<file path="config.mk">
export PLATFORM = sky130hd
export DESIGN_NAME = i2c_phase_engine
export DESIGN_NICKNAME = d
export VERILOG_FILES = /design/src/rtl/i2c_phase_pkg.sv /design/src/rtl/i2c_phase_timer.sv /design/src/rtl/i2c_bus_watch.sv /design/src/rtl/i2c_phase_engine.sv
export SDC_FILE = /design/constraint.sdc
export NUM_CORES = 1
export LEC_CHECK = 0
export ABC_AREA = 1
export ABC_CLOCK_PERIOD_IN_PS = 9700
export BUFFER_PORTS_ARGS = -buffer_cell sky130_fd_sc_hd__buf_2
export CAP_MARGIN = 20
export CORE_MARGIN = 2
export CORE_UTILIZATION = 55
export CTS_BUF_LIST = sky130_fd_sc_hd__clkbuf_2
export DETAILED_ROUTE_END_ITERATION = 12
export GPL_TIMING_DRIVEN = 0
export PLACE_DENSITY = 0.89
export SLEW_MARGIN = 20
export SYNTH_ARGS = -nofsm -noshare
export SYNTH_HDL_FRONTEND = slang
export SYNTH_SLANG_ARGS = --single-unit
</file>
<file path="constraint.sdc">
create_clock -name clk -period 9.7 [get_ports clk]
set_input_delay 1.94 -clock clk [delete_from_list [all_inputs] [get_ports clk]]
set_output_delay 1.94 -clock clk [all_outputs]
set_load 0.005 [all_outputs]
</file>
<file path="src/rtl/i2c_phase_pkg.sv">
package i2c_phase_pkg;

    typedef enum logic [2:0] {
        OP_START   = 3'd0,
        OP_RESTART = 3'd1,
        OP_STOP    = 3'd2,
        OP_WRITE   = 3'd3,
        OP_READ    = 3'd4
    } op_e;

    typedef enum logic [3:0] {
        PH_IDLE,
        PH_BIT_LOW,
        PH_BIT_HIGH,
        PH_STP_LOW,
        PH_STP_SETUP,
        PH_STP_HOLD,
        PH_RS_LOW,
        PH_RS_SETUP,
        PH_ST_HOLD
    } phase_e;

    typedef struct packed {
        phase_e ph;
        logic   scl_oe;
        logic   sda_oe;
        logic   bit_v;
        logic   wr;
        logic   rx;
        logic   done;
        logic   arb;
    } eng_t;

endpackage

</file>
<file path="src/rtl/i2c_phase_timer.sv">
module i2c_phase_timer #(
    parameter int CW = 16
) (
    input  logic          clk,
    input  logic          rst_n,
    input  logic          clear,
    input  logic          run,
    input  logic [CW-1:0] limit,
    input  logic [CW-1:0] mark,
    output logic          last,
    output logic          at_mark
);
    localparam int EW = CW + 1;

    logic [CW-1:0] el_d, el_q;
    logic [EW-1:0] el_next;

    assign el_next = {1'b0, el_q} + EW'(1);
    // A limit of 0 behaves as 1: the compare is against elapsed+1.
    assign last    = run && (el_next >= {1'b0, limit});
    assign at_mark = run && (el_q == mark);

    always_comb begin
        el_d = el_q;
        if (clear) begin
            el_d = '0;
        end else if (run && !last) begin
            el_d = el_q + 1'b1;
        end
    end

    always_ff @(posedge clk or negedge rst_n) begin
        if (!rst_n) begin
            el_q <= '0;
        end else begin
            el_q <= el_d;
        end
    end
endmodule

</file>
<file path="src/rtl/i2c_bus_watch.sv">
module i2c_bus_watch (
    input  logic clk,
    input  logic rst_n,
    input  logic scl_in,
    input  logic sda_in,
    output logic busy
);
    logic busy_d, busy_q;
    logic sda_prev_d, sda_prev_q;

    always_comb begin
        busy_d     = busy_q;
        sda_prev_d = sda_in;
        if (scl_in && sda_prev_q && !sda_in) begin
            busy_d = 1'b1;
        end else if (scl_in && !sda_prev_q && sda_in) begin
            busy_d = 1'b0;
        end
    end

    always_ff @(posedge clk or negedge rst_n) begin
        if (!rst_n) begin
            busy_q     <= 1'b0;
            sda_prev_q <= 1'b1;
        end else begin
            busy_q     <= busy_d;
            sda_prev_q <= sda_prev_d;
        end
    end

    assign busy = busy_q;
endmodule

</file>
<file path="src/rtl/i2c_phase_engine.sv">
module i2c_phase_engine
    import i2c_phase_pkg::*;
#(
    parameter int CW = 16
) (
    input  logic          clk,
    input  logic          rst_n,
    input  logic          req_valid,
    input  logic [2:0]    req_op,
    input  logic          req_bit,
    output logic          req_ready,
    output logic          done,
    output logic          rx_bit,
    output logic          arb_lost,
    output logic          bus_busy,
    input  logic [CW-1:0] t_low,
    input  logic [CW-1:0] t_high,
    input  logic [CW-1:0] t_start_hold,
    input  logic [CW-1:0] t_rs_setup,
    input  logic [CW-1:0] t_stop_setup,
    input  logic [CW-1:0] t_stop_hold,
    input  logic [CW-1:0] t_sda_hold,
    input  logic [CW-1:0] t_sda_sample,
    input  logic          scl_in,
    input  logic          sda_in,
    output logic          scl_oe,
    output logic          sda_oe
);
    eng_t          s_d, s_q;
    logic [CW-1:0] limit, mark;
    logic          run, last, at_mark, clear;
    logic          high_phase;

    // Phase interval selection; the phases that release SCL only count
    // while SCL is sensed high, which is how clock stretching is honoured.
    always_comb begin
        limit = '0;
        mark  = '0;
        run   = 1'b1;
        case (s_q.ph)
            PH_BIT_LOW, PH_STP_LOW, PH_RS_LOW: begin
                limit = t_low;
                mark  = t_sda_hold;
            end
            PH_BIT_HIGH: begin
                limit = t_high;
                mark  = t_sda_sample;
                run   = scl_in;
            end
            PH_STP_SETUP: begin
                limit = t_stop_setup;
                run   = scl_in;
            end
            PH_RS_SETUP: begin
                limit = t_rs_setup;
                run   = scl_in;
            end
            PH_STP_HOLD: limit = t_stop_hold;
            PH_ST_HOLD:  limit = t_start_hold;
            default:     run = 1'b0;
        endcase
    end

    always_comb begin
        s_d      = s_q;
        s_d.done = 1'b0;
        s_d.arb  = 1'b0;
        case (s_q.ph)
            PH_IDLE: begin
                if (req_valid) begin
                    case (req_op)
                        OP_START: begin
                            s_d.ph     = PH_ST_HOLD;
                            s_d.sda_oe = 1'b1;
                            s_d.scl_oe = 1'b0;
                        end
                        OP_RESTART: begin
                            s_d.ph     = PH_RS_LOW;
                            s_d.scl_oe = 1'b1;
                        end
                        OP_STOP: begin
                            s_d.ph     = PH_STP_LOW;
                            s_d.scl_oe = 1'b1;
                        end
                        OP_WRITE, OP_READ: begin
                            s_d.ph     = PH_BIT_LOW;
                            s_d.scl_oe = 1'b1;
                            s_d.wr     = (req_op == OP_WRITE);
                            s_d.bit_v  = (req_op == OP_WRITE) ? req_bit : 1'b1;
                        end
                        default: ;
                    endcase
                end
            end
            PH_BIT_LOW: begin
                if (at_mark || last) s_d.sda_oe = ~s_q.bit_v;
                if (last) begin
                    s_d.ph     = PH_BIT_HIGH;
                    s_d.scl_oe = 1'b0;
                end
            end
            PH_BIT_HIGH: begin
                if (scl_in && s_q.wr && s_q.bit_v && !sda_in) begin
                    s_d.ph     = PH_IDLE;
                    s_d.scl_oe = 1'b0;
                    s_d.sda_oe = 1'b0;
                    s_d.arb    = 1'b1;
                end else begin
                    if (at_mark) s_d.rx = sda_in;
                    if (last) begin
                        s_d.ph     = PH_IDLE;
                        s_d.scl_oe = 1'b1;
                        s_d.done   = 1'b1;
                    end
                end
            end
            PH_STP_LOW: begin
                if (at_mark || last) s_d.sda_oe = 1'b1;
                if (last) begin
                    s_d.ph     = PH_STP_SETUP;
                    s_d.scl_oe = 1'b0;
                end
            end
            PH_STP_SETUP: begin
                if (last) begin
                    s_d.ph     = PH_STP_HOLD;
                    s_d.sda_oe = 1'b0;
                end
            end
            PH_STP_HOLD: begin
                if (last) begin
                    s_d.ph   = PH_IDLE;
                    s_d.done = 1'b1;
                end
            end
            PH_RS_LOW: begin
                if (at_mark || last) s_d.sda_oe = 1'b0;
                if (last) begin
                    s_d.ph     = PH_RS_SETUP;
                    s_d.scl_oe = 1'b0;
                end
            end
            PH_RS_SETUP: begin
                if (last) begin
                    s_d.ph     = PH_ST_HOLD;
                    s_d.sda_oe = 1'b1;
                end
            end
            PH_ST_HOLD: begin
                if (last) begin
                    s_d.ph     = PH_IDLE;
                    s_d.scl_oe = 1'b1;
                    s_d.done   = 1'b1;
                end
            end
            default: s_d.ph = PH_IDLE;
        endcase
    end

    assign clear = (s_d.ph != s_q.ph);

    always_ff @(posedge clk or negedge rst_n) begin
        if (!rst_n) begin
            s_q <= '{ph: PH_IDLE, default: 1'b0};
        end else begin
            s_q <= s_d;
        end
    end

    i2c_phase_timer #(.CW(CW)) u_timer (
        .clk     (clk),
        .rst_n   (rst_n),
        .clear   (clear),
        .run     (run),
        .limit   (limit),
        .mark    (mark),
        .last    (last),
        .at_mark (at_mark)
    );

    i2c_bus_watch u_watch (
        .clk    (clk),
        .rst_n  (rst_n),
        .scl_in (scl_in),
        .sda_in (sda_in),
        .busy   (bus_busy)
    );

    assign high_phase = (s_q.ph == PH_BIT_HIGH);
    assign req_ready  = (s_q.ph == PH_IDLE);
    assign done       = s_q.done;
    assign arb_lost   = s_q.arb;
    assign rx_bit     = s_q.rx;
    assign scl_oe     = s_q.scl_oe;
    assign sda_oe     = s_q.sda_oe;
endmodule

</file>
# Yosys cells after proc, flatten, opt, wreduce, memory -nomap -nowiden
# Cells that the tools add are included.
# Widths: inputs -> output; s select.
dict set report totals {
  register_bits 29
  in_bits 137
  out_inout_bits 7
  wordCells 105
}
dict set report op_classes {
  add_sub_neg 2
  magnitude_cmp 1
  eq_ne 26
  muxes 34
  bitwise_logic 2
  n_reduce_logical 29
}
# operator n
set op_table {}
lappend op_table {{$pmux 16 s6} 1}
lappend op_table {{$pmux 4 s9} 1}
lappend op_table {{$mux 16} 2}
lappend op_table {{$pmux 16 s2} 1}
lappend op_table {{$mux 5} 5}
lappend op_table {{$pmux 5 s4} 1}
lappend op_table {{$ne 2x2->1 const B} 9}
lappend op_table {{$add 16x1->17 const B} 1}
lappend op_table {{$ge 17x16->1} 1}
lappend op_table {{$add 16x1->16 const B} 1}
lappend op_table {{$eq 16x16->1} 1}
lappend op_table {{$eq 4x3->1 const B} 4}
lappend op_table {{$mux 1} 14}
lappend op_table {{$mux 4} 3}
lappend op_table {{$logic_and 1x1->1} 10}
lappend op_table {{$reduce_and 9->1} 1}
lappend op_table {{$eq 4x2->1 const B} 2}
lappend op_table {{$mux 8} 1}
lappend op_table {{$pmux 1 s7} 1}
lappend op_table {{$reduce_bool 7->1} 1}
lappend op_table {{$eq 3x2->1 const B} 2}
lappend op_table {{$pmux 1 s6} 1}
lappend op_table {{$reduce_and 3->1} 2}
lappend op_table {{$reduce_and 6->1} 1}
lappend op_table {{other kinds (19)} 27}

# Logic depth before layout (Yosys ltp)
# Gate-level depths: netlist of the first run.
dict set report logic_depth {
  ltp_word 10
  depth_mapped 28
  ltp_nobuf 26
}

# Cells and area by module
# A second synthesis of the first run with hierarchy kept.
dict set report unflattened {
  hier_cells 557
  hier_area_um2 3578.4
}
# module n_inst cells_each area_per_inst_um2 seq_area_each_um2
set by_module_without_submodules {}
lappend by_module_without_submodules {i2c_phase_timer 1 263 1834.3 400.4}
lappend by_module_without_submodules {i2c_phase_engine 1 283 1656.6 275.3}
lappend by_module_without_submodules {i2c_bus_watch 1 11 87.6 51.3}

# Worst setup path after synthesis of the first run
# Ideal clock, no wire load.
dict set report synth_path {
  path_kind {in2reg}
  from {input port t_rs_setup[12]}
  to {register u_timer.el_q[2]}
  setup_time_ns 0.119
  arrival_time_ns 4.189
  required_time_ns 9.581
  path_slack_ns 5.392
  cell_stages 20
  n_path_buf 1
  path_cell_list {a22o_1 -> a2111oi_0 -> ha_1 -> nand2_1 -> inv_1 -> nand2_1 -> nand2_1 -> nand2_1 -> nand3_1 -> nor2_1 -> nand2_4 -> nand2_1 -> nand2_1 -> nor2_1 -> nand2_2 -> nor2_2 -> nor2_4 -> nand3_4 -> buf_8 -> nor2_2}
}
# item line
set synth_lines {}
lappend synth_lines {{start, declared} i2c_phase_engine.sv:19} ;# input logic [CW-1:0] t_rs_setup,
lappend synth_lines {{end signal, assigned} i2c_phase_timer.sv:36} ;# el_q <= el_d;
lappend synth_lines {{end, declared} i2c_phase_timer.sv:15} ;# logic [CW-1:0] el_d, el_q;

# Worst setup path after layout of the first run
dict set report layout_path {
  from {input port t_rs_setup[12]}
  to {register u_timer.el_q[0]}
}
dict set report layout_between {
  elab_chain_len 8
  elab_cells_between_ends 17
  cone_classes {order compare: 1; eq/ne: 1; mux: 11; reduce/logical: 4}
}
# item line
set layout_lines {}
lappend layout_lines {{$pmux 16 s6 (*)} i2c_phase_engine.sv:40} ;# case (s_q.ph)
lappend layout_lines {{$ge 17x16->1 (*)} i2c_phase_timer.sv:20} ;# assign last = run && (el_next >= {1'b0, limit});
lappend layout_lines {{$logic_and 1x1->1 (*)} i2c_phase_timer.sv:20}
lappend layout_lines {{$mux 5} {i2c_phase_engine.sv:110, i2c_phase_engine.sv:150}}
lappend layout_lines {{$mux 5} i2c_phase_engine.sv:103} ;# if (scl_in && s_q.wr && s_q.bit_v && !sda_in) begin
lappend layout_lines {{$pmux 4 s9} i2c_phase_engine.sv:68} ;# case (s_q.ph)
lappend layout_lines {{$ne 4x4->1} i2c_phase_engine.sv:160} ;# assign clear = (s_d.ph != s_q.ph);
lappend layout_lines {{$mux 16 / $reduce_bool 2->1 (equally long branches)} -}
# Mark *: on every way between the ends. The rest lies on a longest branch, timed or not. The select of a mux whose other input is x is not followed.
# A chain may end at the register's enable or synchronous reset.

==> impl_metrics.ini, run 1 <==
[clock_network]
clk_root_buffer_cell = sky130_fd_sc_hd__clkbuf_2
worst_skew_pair.late_latency_ns = 0.39
clock_tree_from_tritoncts = built
post-cts-setup-buffer-count = 0
post_cts_hold_buffer_count = 0
cts_repair_resize_count = 0
cts_buffer_depth = 2
htree_num_levels = 2
cts_made_buffers = 5
clock-sinks = 29
clk_pin_slew_ns = 0.21

[logic_synthesis]
synthDominantCellAreaShare = 0.216
synth_simple_gate_area_share = 0.437
post_synth_num_cell_types = 40
syn-num-nets = 734
yosys_register_bits = 29
xor_and_xnor_area_share_after_synthesis = 0.0391
ys_top_cells_by_area = sky130_fd_sc_hd__nand2_1, sky130_fd_sc_hd__dfrtp_1, sky130_fd_sc_hd__inv_1, sky130_fd_sc_hd__ha_1, sky130_fd_sc_hd__nor2_1
synth_warn = 0
post_synth_mux_area_share = 0
synth_area_per_cell_sq_um = 6.17
post_synth_instance_area_sq_um = 3580
async_set_or_reset_register_ratio_after_synthesis = 1.00
number_of_synthesized_flops_with_an_enable_pin = 0
synth_cells = 580
postSynth.topFlopCell = sky130_fd_sc_hd__dfrtp_1
synth_compound_area_frac = 0.151
yosys.area.top_type = sky130_fd_sc_hd__nand2_1
synth_top_family_by_area = simple AND/OR/NAND/NOR gates
synth_sequential_area_ratio = 0.203
synth_adder_area_share = 0.0594

[final_layout]
layout-drive-gt1-share = 0.283
area_delta_synth_final_pct = 24.7
num_antenna_cells = 0
nets = 884
fillerInstances = 590
ff_latch_area_sq_um = 727
area_of_the_multi_input_gates_sq_um = 2460

[floorplan]
die_y_microns = 84.7
pin_count = 144
fp-row-count = 29
fp.dieArea_sq_um = 7170
design.core.area_sq_um = 6310
initial_core_util = 0.567
die_x_microns = 84.7

[global_route]
grt_max_degree = 30
first_global_vias = 4299
antenna_found_initial = 0
congestion_overflow_gr = 0
track_usage = 0.328
grt_pass1_wl_microns = 19300

[route]
drc = 0
num_vias = 4463
avgRoutedWirePerCell_microns = 14.6
vias_per_cell = 5.52
detail_route.wirelength_microns = 11800
drtPass1Iterations = 5
drt-initial-drc-count = 328
detail_route_antenna_nets = 0

[worst_setup_path]
r2r_slack_ns = 5.20
worst_setup_path_end_kind = flip-flop
classification_of_the_worst_setup_path = in2reg
critPathCapture = u_timer.el_q[0]$_DFFE_PN0P_
rr_worst_depth = 19
critical_path.max_stage_delay_ns = 0.68
r2r-end = u_timer.el_q[0]$_DFFE_PN0P_
path_max_fanout = 10
cell_with_the_most_instances_on_the_worst_path = sky130_fd_sc_hd__nand2_1
timing.critical_path.from = t_rs_setup[12]
worst_path_cell_trace = buf_2 -> a22o_1 -> a2111oi_0 -> ha_1 -> nand2_1 -> inv_1 -> nand2_1 -> nand2_1 -> nand2_1 -> nand3_1 -> nor2_1 -> nand2_4 -> a21oi_1 -> clkbuf_1 -> xor2_1 -> nor2_4
timing.critical_path.slowest_stage_cell = sky130_fd_sc_hd__a2111oi_0
endpoint_required_time_on_the_critical_path_ns = 9.96
worst_ep_arrival_time_ns = 5.08
critPathLaunchType = input port
timing.rr.start = s_q[10]$_DFF_PN0_

[pwr]
sequentialPowerShare = 0.178
power_per_cell_area_nw_per_um2 = 198
intPower_uw = 397
switchingPower_uw = 488
power_frac_comb = 0.714
pwr-share-clk = 0.108
power.total_uw = 885
p_sw_frac = 0.552
p_leak_nw = 2.47
peakVddDrop_uv = 199

[sta]
timing.setup.tns_ns = 0
clock.fmax_mhz = 207
fin_worst_skew_ns = 0.0368
final-setup-viol-count = 0
timing.final.max_slew_violations = 0
slew_headroom = 0.465
finalCritPeriodShare = 0.497
final.min_clock_period_ns = 4.82
number_of_hold_slack_violations_in_the_final_timing_report = 0
tightestPinTransition_ns = 0.782
grt_setup_unrepaired = false

[placed_design]
numPortBuffers = 143
post-dp-hpwl_microns = 9570
gp_routability_congestion = 0.949

[worst_hold_path]
hold_class = reg2reg

[outcome]
run_status = finished, final reports clean

[job]
maxCapViolCount = 0
## Yosys cell counts, drive strengths merged, types with 2 or more instances
cell	instances
nand3	29
nor2	69
clkbuf	8
xor2	16
nand4	10
o211ai	4
o2111ai	5
inv	84
a21oi	10
o221ai	2
a2111oi	5
dfrtp	28
nand2	223
a22o	10
a221oi	11
ha	17
buf	7
o21ai	29
nor3	6
## power by group through the flow
stage | registers, mW | clock network [mW] | logic [mW]
CTS | 0.157 | 0.0954 | 0.623
global route | 0.160 | 0.100 | 0.706
detailed placement | 0.159 | 0 | 0.622
floorplan | 0.155 | 0 | 0.460
finish | 0.158 | 0.0954 | 0.632
global placement | 0.159 | 0 | 0.606
## layout by cell type (no fill, tap or decap), types with 2 or more instances in the layout
cell,synthesis,layout
sky130_fd_sc_hd__a2111oi_0,5,5
sky130_fd_sc_hd__a21oi_1,9,9
sky130_fd_sc_hd__a221oi_1,11,11
sky130_fd_sc_hd__a22o_1,10,10
sky130_fd_sc_hd__buf_2,4,147
sky130_fd_sc_hd__clkbuf_1,8,8
sky130_fd_sc_hd__clkbuf_2,0,5
sky130_fd_sc_hd__dfrtp_1,28,28
sky130_fd_sc_hd__ha_1,17,17
sky130_fd_sc_hd__inv_1,78,78
sky130_fd_sc_hd__inv_2,6,6
sky130_fd_sc_hd__nand2_1,206,206
sky130_fd_sc_hd__nand2_2,12,12
sky130_fd_sc_hd__nand2_4,4,4
sky130_fd_sc_hd__nand3_1,27,27
sky130_fd_sc_hd__nand4_1,10,10
sky130_fd_sc_hd__nor2_1,49,49
sky130_fd_sc_hd__nor2_2,8,8
sky130_fd_sc_hd__nor2_4,12,12
sky130_fd_sc_hd__nor3_1,3,3
sky130_fd_sc_hd__nor3_2,3,3
sky130_fd_sc_hd__o2111ai_1,5,5
sky130_fd_sc_hd__o211ai_1,4,4
sky130_fd_sc_hd__o21ai_0,27,27
sky130_fd_sc_hd__o21ai_1,2,2
sky130_fd_sc_hd__o221ai_1,2,2
sky130_fd_sc_hd__xor2_1,16,16
## worst max-delay path: cells and delay by family
kind	cells	cell delay (ns)
AOI/OAI and AO/OA	3	1.14
and+or+nand+nor	8	0.72
buffers and inverters	3	0.59
adders and majority gates	1	0.38
xor gates and xnor gates	1	0.30
## metrics by stage
step | hold WS (ns) | setup WS, ns | cells | area (sq um) | util
4_1_cts | 0.501 | 4.90 | 808 | 4460 | 0.707
2_1_floorplan | 0.454 | 5.39 | 580 | 3580 | -
6_report | 0.503 | 4.88 | 808 | 4460 | 0.707
3_3_place_gp | 0.450 | 4.70 | 800 | 4390 | 0.696
5_1_grt | 0.519 | 4.66 | 808 | 4460 | 0.707
3_5_place_dp | 0.459 | 4.51 | 800 | 4390 | 0.696
## worst min path at each step
| stage | from | end | cells past startpoint |
|---|---|---|---|
| final | sda_oe$_DFFE_PN0P_ | sda_oe$_DFFE_PN0P_ | 2 |
| after global routing | sda_oe$_DFFE_PN0P_ | sda_oe$_DFFE_PN0P_ | 2 |
| after floorplan | s_q[3]$_DFFE_PN0P_ | s_q[3]$_DFFE_PN0P_ | 2 |
| after global placement | sda_oe$_DFFE_PN0P_ | sda_oe$_DFFE_PN0P_ | 2 |
| after detailed placement | sda_oe$_DFFE_PN0P_ | sda_oe$_DFFE_PN0P_ | 2 |
| after CTS | sda_oe$_DFFE_PN0P_ | sda_oe$_DFFE_PN0P_ | 2 |
## sequential cells by signal, indices dropped and copies added (netlist names)
register and cells:
u_watch.sda_prev_q 1, sda_oe 1, u_timer.el_q 16, u_watch.busy 1, rx_bit 1, scl_oe 1, done 1, s_q 6
arb_lost 1
## cell type report
cell class                      count  share of cell area
Multi-Input combinational cell    451               0.551
Clock buffer                        5             0.00561
Tap cell                           77              0.0216
Buffer                             15              0.0171
Inverter                           85              0.0715
Timing Repair Buffer              143               0.160
Sequential cell                    29               0.163
Clock inverter                      3              0.0104
## layer usage
layer  vias to the layer above  wire [microns]  share of wire  track usage
li1                       2177               -              -            -
met1                      2046            4630           0.39        0.411
met2                       207            5900           0.50        0.578
met3                        33             983          0.083       0.0560
met4                         0             296          0.025       0.0967
met5                         -               0              0            0
## logic make-up after synthesis
group           after synthesis
compound gates               79
flops                        29
xor+xnor                     16
fa+ha+maj                    17
buf+inv                     100
simple gates                339
No activity file was read; power rests on OpenSTA's default activity.
==> run 2, diff against run 1 <==
--- a/config.mk
+++ b/config.mk
@@ -6,15 +6,15 @@
 export NUM_CORES = 1
 export LEC_CHECK = 0
 export ABC_AREA = 1
-export ABC_CLOCK_PERIOD_IN_PS = 9700
+export ABC_CLOCK_PERIOD_IN_PS = 4890
 export BUFFER_PORTS_ARGS = -buffer_cell sky130_fd_sc_hd__buf_2
 export CAP_MARGIN = 20
 export CORE_MARGIN = 2
-export CORE_UTILIZATION = 55
+export CORE_UTILIZATION = 51
 export CTS_BUF_LIST = sky130_fd_sc_hd__clkbuf_2
 export DETAILED_ROUTE_END_ITERATION = 12
 export GPL_TIMING_DRIVEN = 0
-export PLACE_DENSITY = 0.89
+export PLACE_DENSITY = 0.84
 export SLEW_MARGIN = 20
 export SYNTH_ARGS = -nofsm -noshare
 export SYNTH_HDL_FRONTEND = slang
==> constraint.sdc (replaced) <==
create_clock -name clk -period 4.89 [get_ports clk]
set_input_delay 0.978 -clock clk [delete_from_list [all_inputs] [get_ports clk]]
set_output_delay 0.978 -clock clk [all_outputs]
set_load 0.005 [all_outputs]
==> run 2 against run 1 <==
Effect of this change:
- utilization fell by 5.1 points
- sequential cell count did not move
- critical path depth rose by 3
- die area rose by 7.5%
- critical path type is now reg2reg
==> impl_metrics.ini, run 2 (same netlist as run 1, synthesis figures left out) <==
[sta]
fin_worst_skew_ns = 0.0227
number_of_hold_slack_violations_in_the_final_timing_report = 0
timing.hold.ws_ns = 0.500
timing.setup.tns_ns = 0
final-setup-viol-count = 0
finalCritPeriodShare = 0.923
clock.fmax_mhz = 221
final.min_clock_period_ns = 4.52
post-route-worst-setup-slack_ns = 0.375
tightestPinTransition_ns = 0.801
slew_headroom = 0.452
grt_setup_unrepaired = false
timing.final.max_slew_violations = 0

[global_route]
grt_pass1_wl_microns = 17500
antenna_found_initial = 0
first_global_vias = 3884
grt_max_degree = 30
track_usage = 0.290
congestion_overflow_gr = 0

[worst_setup_path]
critical_path.max_stage_delay_ns = 0.83
timing.critical_path.slowest_stage_cell = sky130_fd_sc_hd__a2111oi_0
timing.rr.start = s_q[10]$_DFF_PN0_
worst_setup_path_end_kind = flip-flop
worst-path-buf-inv = 4
endpoint_required_time_on_the_critical_path_ns = 5.18
cell_with_the_most_instances_on_the_worst_path = sky130_fd_sc_hd__nand2_1
path_max_fanout = 10
critPathLaunchType = flip-flop
path_delay_family = simple AND/OR/NAND/NOR gates
timing.critical_path.from = s_q[10]$_DFF_PN0_
classification_of_the_worst_setup_path = reg2reg
worst_path_cell_trace = nor2_2 -> nand2_2 -> nand2_4 -> buf_4 -> clkbuf_1 -> a2111oi_0 -> ha_1 -> nand2_1 -> inv_1 -> nand2_1 -> nand2_1 -> nand2_1 -> nand3_1 -> nor2_1 -> nand2_4 -> a21oi_1 -> clkbuf_1 -> xor2_1 -> nor2_4
worst_ep_arrival_time_ns = 4.81

[pwr]
power.total_mw = 1.70
power_per_cell_area_nw_per_um2 = 381
peakVddDrop_uv = 341
p_leak_nw = 2.45

[route]
detail_route.wirelength_microns = 11500
num_vias = 4316
detail_route_antenna_nets = 0
vias_per_cell = 5.22
drtPass1Iterations = 5
avgRoutedWirePerCell_microns = 13.9
drt-initial-drc-count = 306
drc = 0

[placed_design]
post-dp-hpwl_microns = 9310
gp_routability_congestion = 0.905
detailedPlace.worstSlack_ns = 0.507
numPortBuffers = 143

[final_layout]
num_antenna_cells = 0
layout_top_registers = u_timer.el_q (16), s_q (6)
area_delta_synth_final_pct = 24.4
layout_commonest_cell = sky130_fd_sc_hd__nand2_1
nets = 884
layout-drive-gt1-share = 0.280
regMostFlops = u_timer.el_q
final_cell_mix = sky130_fd_sc_hd__nand2_1, sky130_fd_sc_hd__buf_2, sky130_fd_sc_hd__inv_1
fillerInstances = 638
largest_register_ffs = 16
ff_latch_area_sq_um = 727
area_of_the_multi_input_gates_sq_um = 2460

[outcome]
run_status = finished, final reports clean

[job]
maxCapViolCount = 0

[worst_hold_path]
hold_class = reg2reg
min_from = sda_oe$_DFFE_PN0P_

[floorplan]
die_y_microns = 87.8
design.core.area_sq_um = 6790
die_x_microns = 87.8
initial_core_util = 0.527
fp.dieArea_sq_um = 7710
pin_count = 144
fp-row-count = 30

[clock_network]
clock-sinks = 29
post-cts-setup-buffer-count = 0
cts_repair_resize_count = 0
clock_tree_from_tritoncts = built
clk_root_buffer_cell = sky130_fd_sc_hd__clkbuf_2
cts_made_buffers = 5
worst_skew_pair.late_latency_ns = 0.39
post_cts_hold_buffer_count = 0
htree_num_levels = 2
cts_buffer_depth = 2
clk_pin_slew_ns = 0.19
[run 2: cell types whose count changed in the layout (fill, tap and decap cells not counted), sizes merged]
cell	delta
bufinv	-1
clkinvlp	-1
clkinv	+2
[run 2: metal layers]
layer / global-route usage / vias to the layer above / wire (microns)
li1: - / 2170 / -
met1: 0.368 / 1966 / 4810
met2: 0.503 / 157 / 5710
met3: 0.0386 / 23 / 742
met4: 0.102 / 0 / 247
met5: 0 / - / 0
[run 2: report_power, final]
part           switching, mW  internal [mW]  leakage [nW]
Combinational          0.831          0.425          2.04
Clock                 0.0982         0.0313        0.0278
Sequential            0.0364          0.275         0.383
Total                  0.966          0.732          2.45
[run 2: layout make-up]
class,instances,area share
Clock buffer,5,0.00562
Buffer,15,0.0171
Sequential cell,29,0.163
Inverter,85,0.0716
Multi-Input combinational cell,451,0.552
Timing Repair Buffer,143,0.161
Tap cell,96,0.0270
Clock inverter,3,0.00281
[run 2: tightest hold or removal path: stages, from the launching register on]
cell,delay (ns)
sky130_fd_sc_hd__dfrtp_1,0.39
sky130_fd_sc_hd__nand2_1,0.05
sky130_fd_sc_hd__nand2_1,0.05
[run 2: worst paths after layout]
path                            slack (ns)                            to  cells past startpoint
worst min register to register        0.50            sda_oe$_DFFE_PN0P_                      2
min in group asynchronous             0.61  u_timer.el_q[12]$_DFFE_PN0P_                      1
worst min-delay path                  0.50            sda_oe$_DFFE_PN0P_                      2
max in group asynchronous             3.81  u_timer.el_q[10]$_DFFE_PN0P_                      1
worst max register to register        0.37   u_timer.el_q[0]$_DFFE_PN0P_                     19
worst max-delay path                  0.37   u_timer.el_q[0]$_DFFE_PN0P_                     19
[run 2: through the flow]
step | instance area [sq um] | utilization | instances
floorplan | 3580 | - | 580
global placement | 4420 | 0.650 | 819
detailed placement | 4420 | 0.650 | 819
CTS | 4450 | 0.655 | 827
global route | 4450 | 0.655 | 827
finish | 4450 | 0.655 | 827
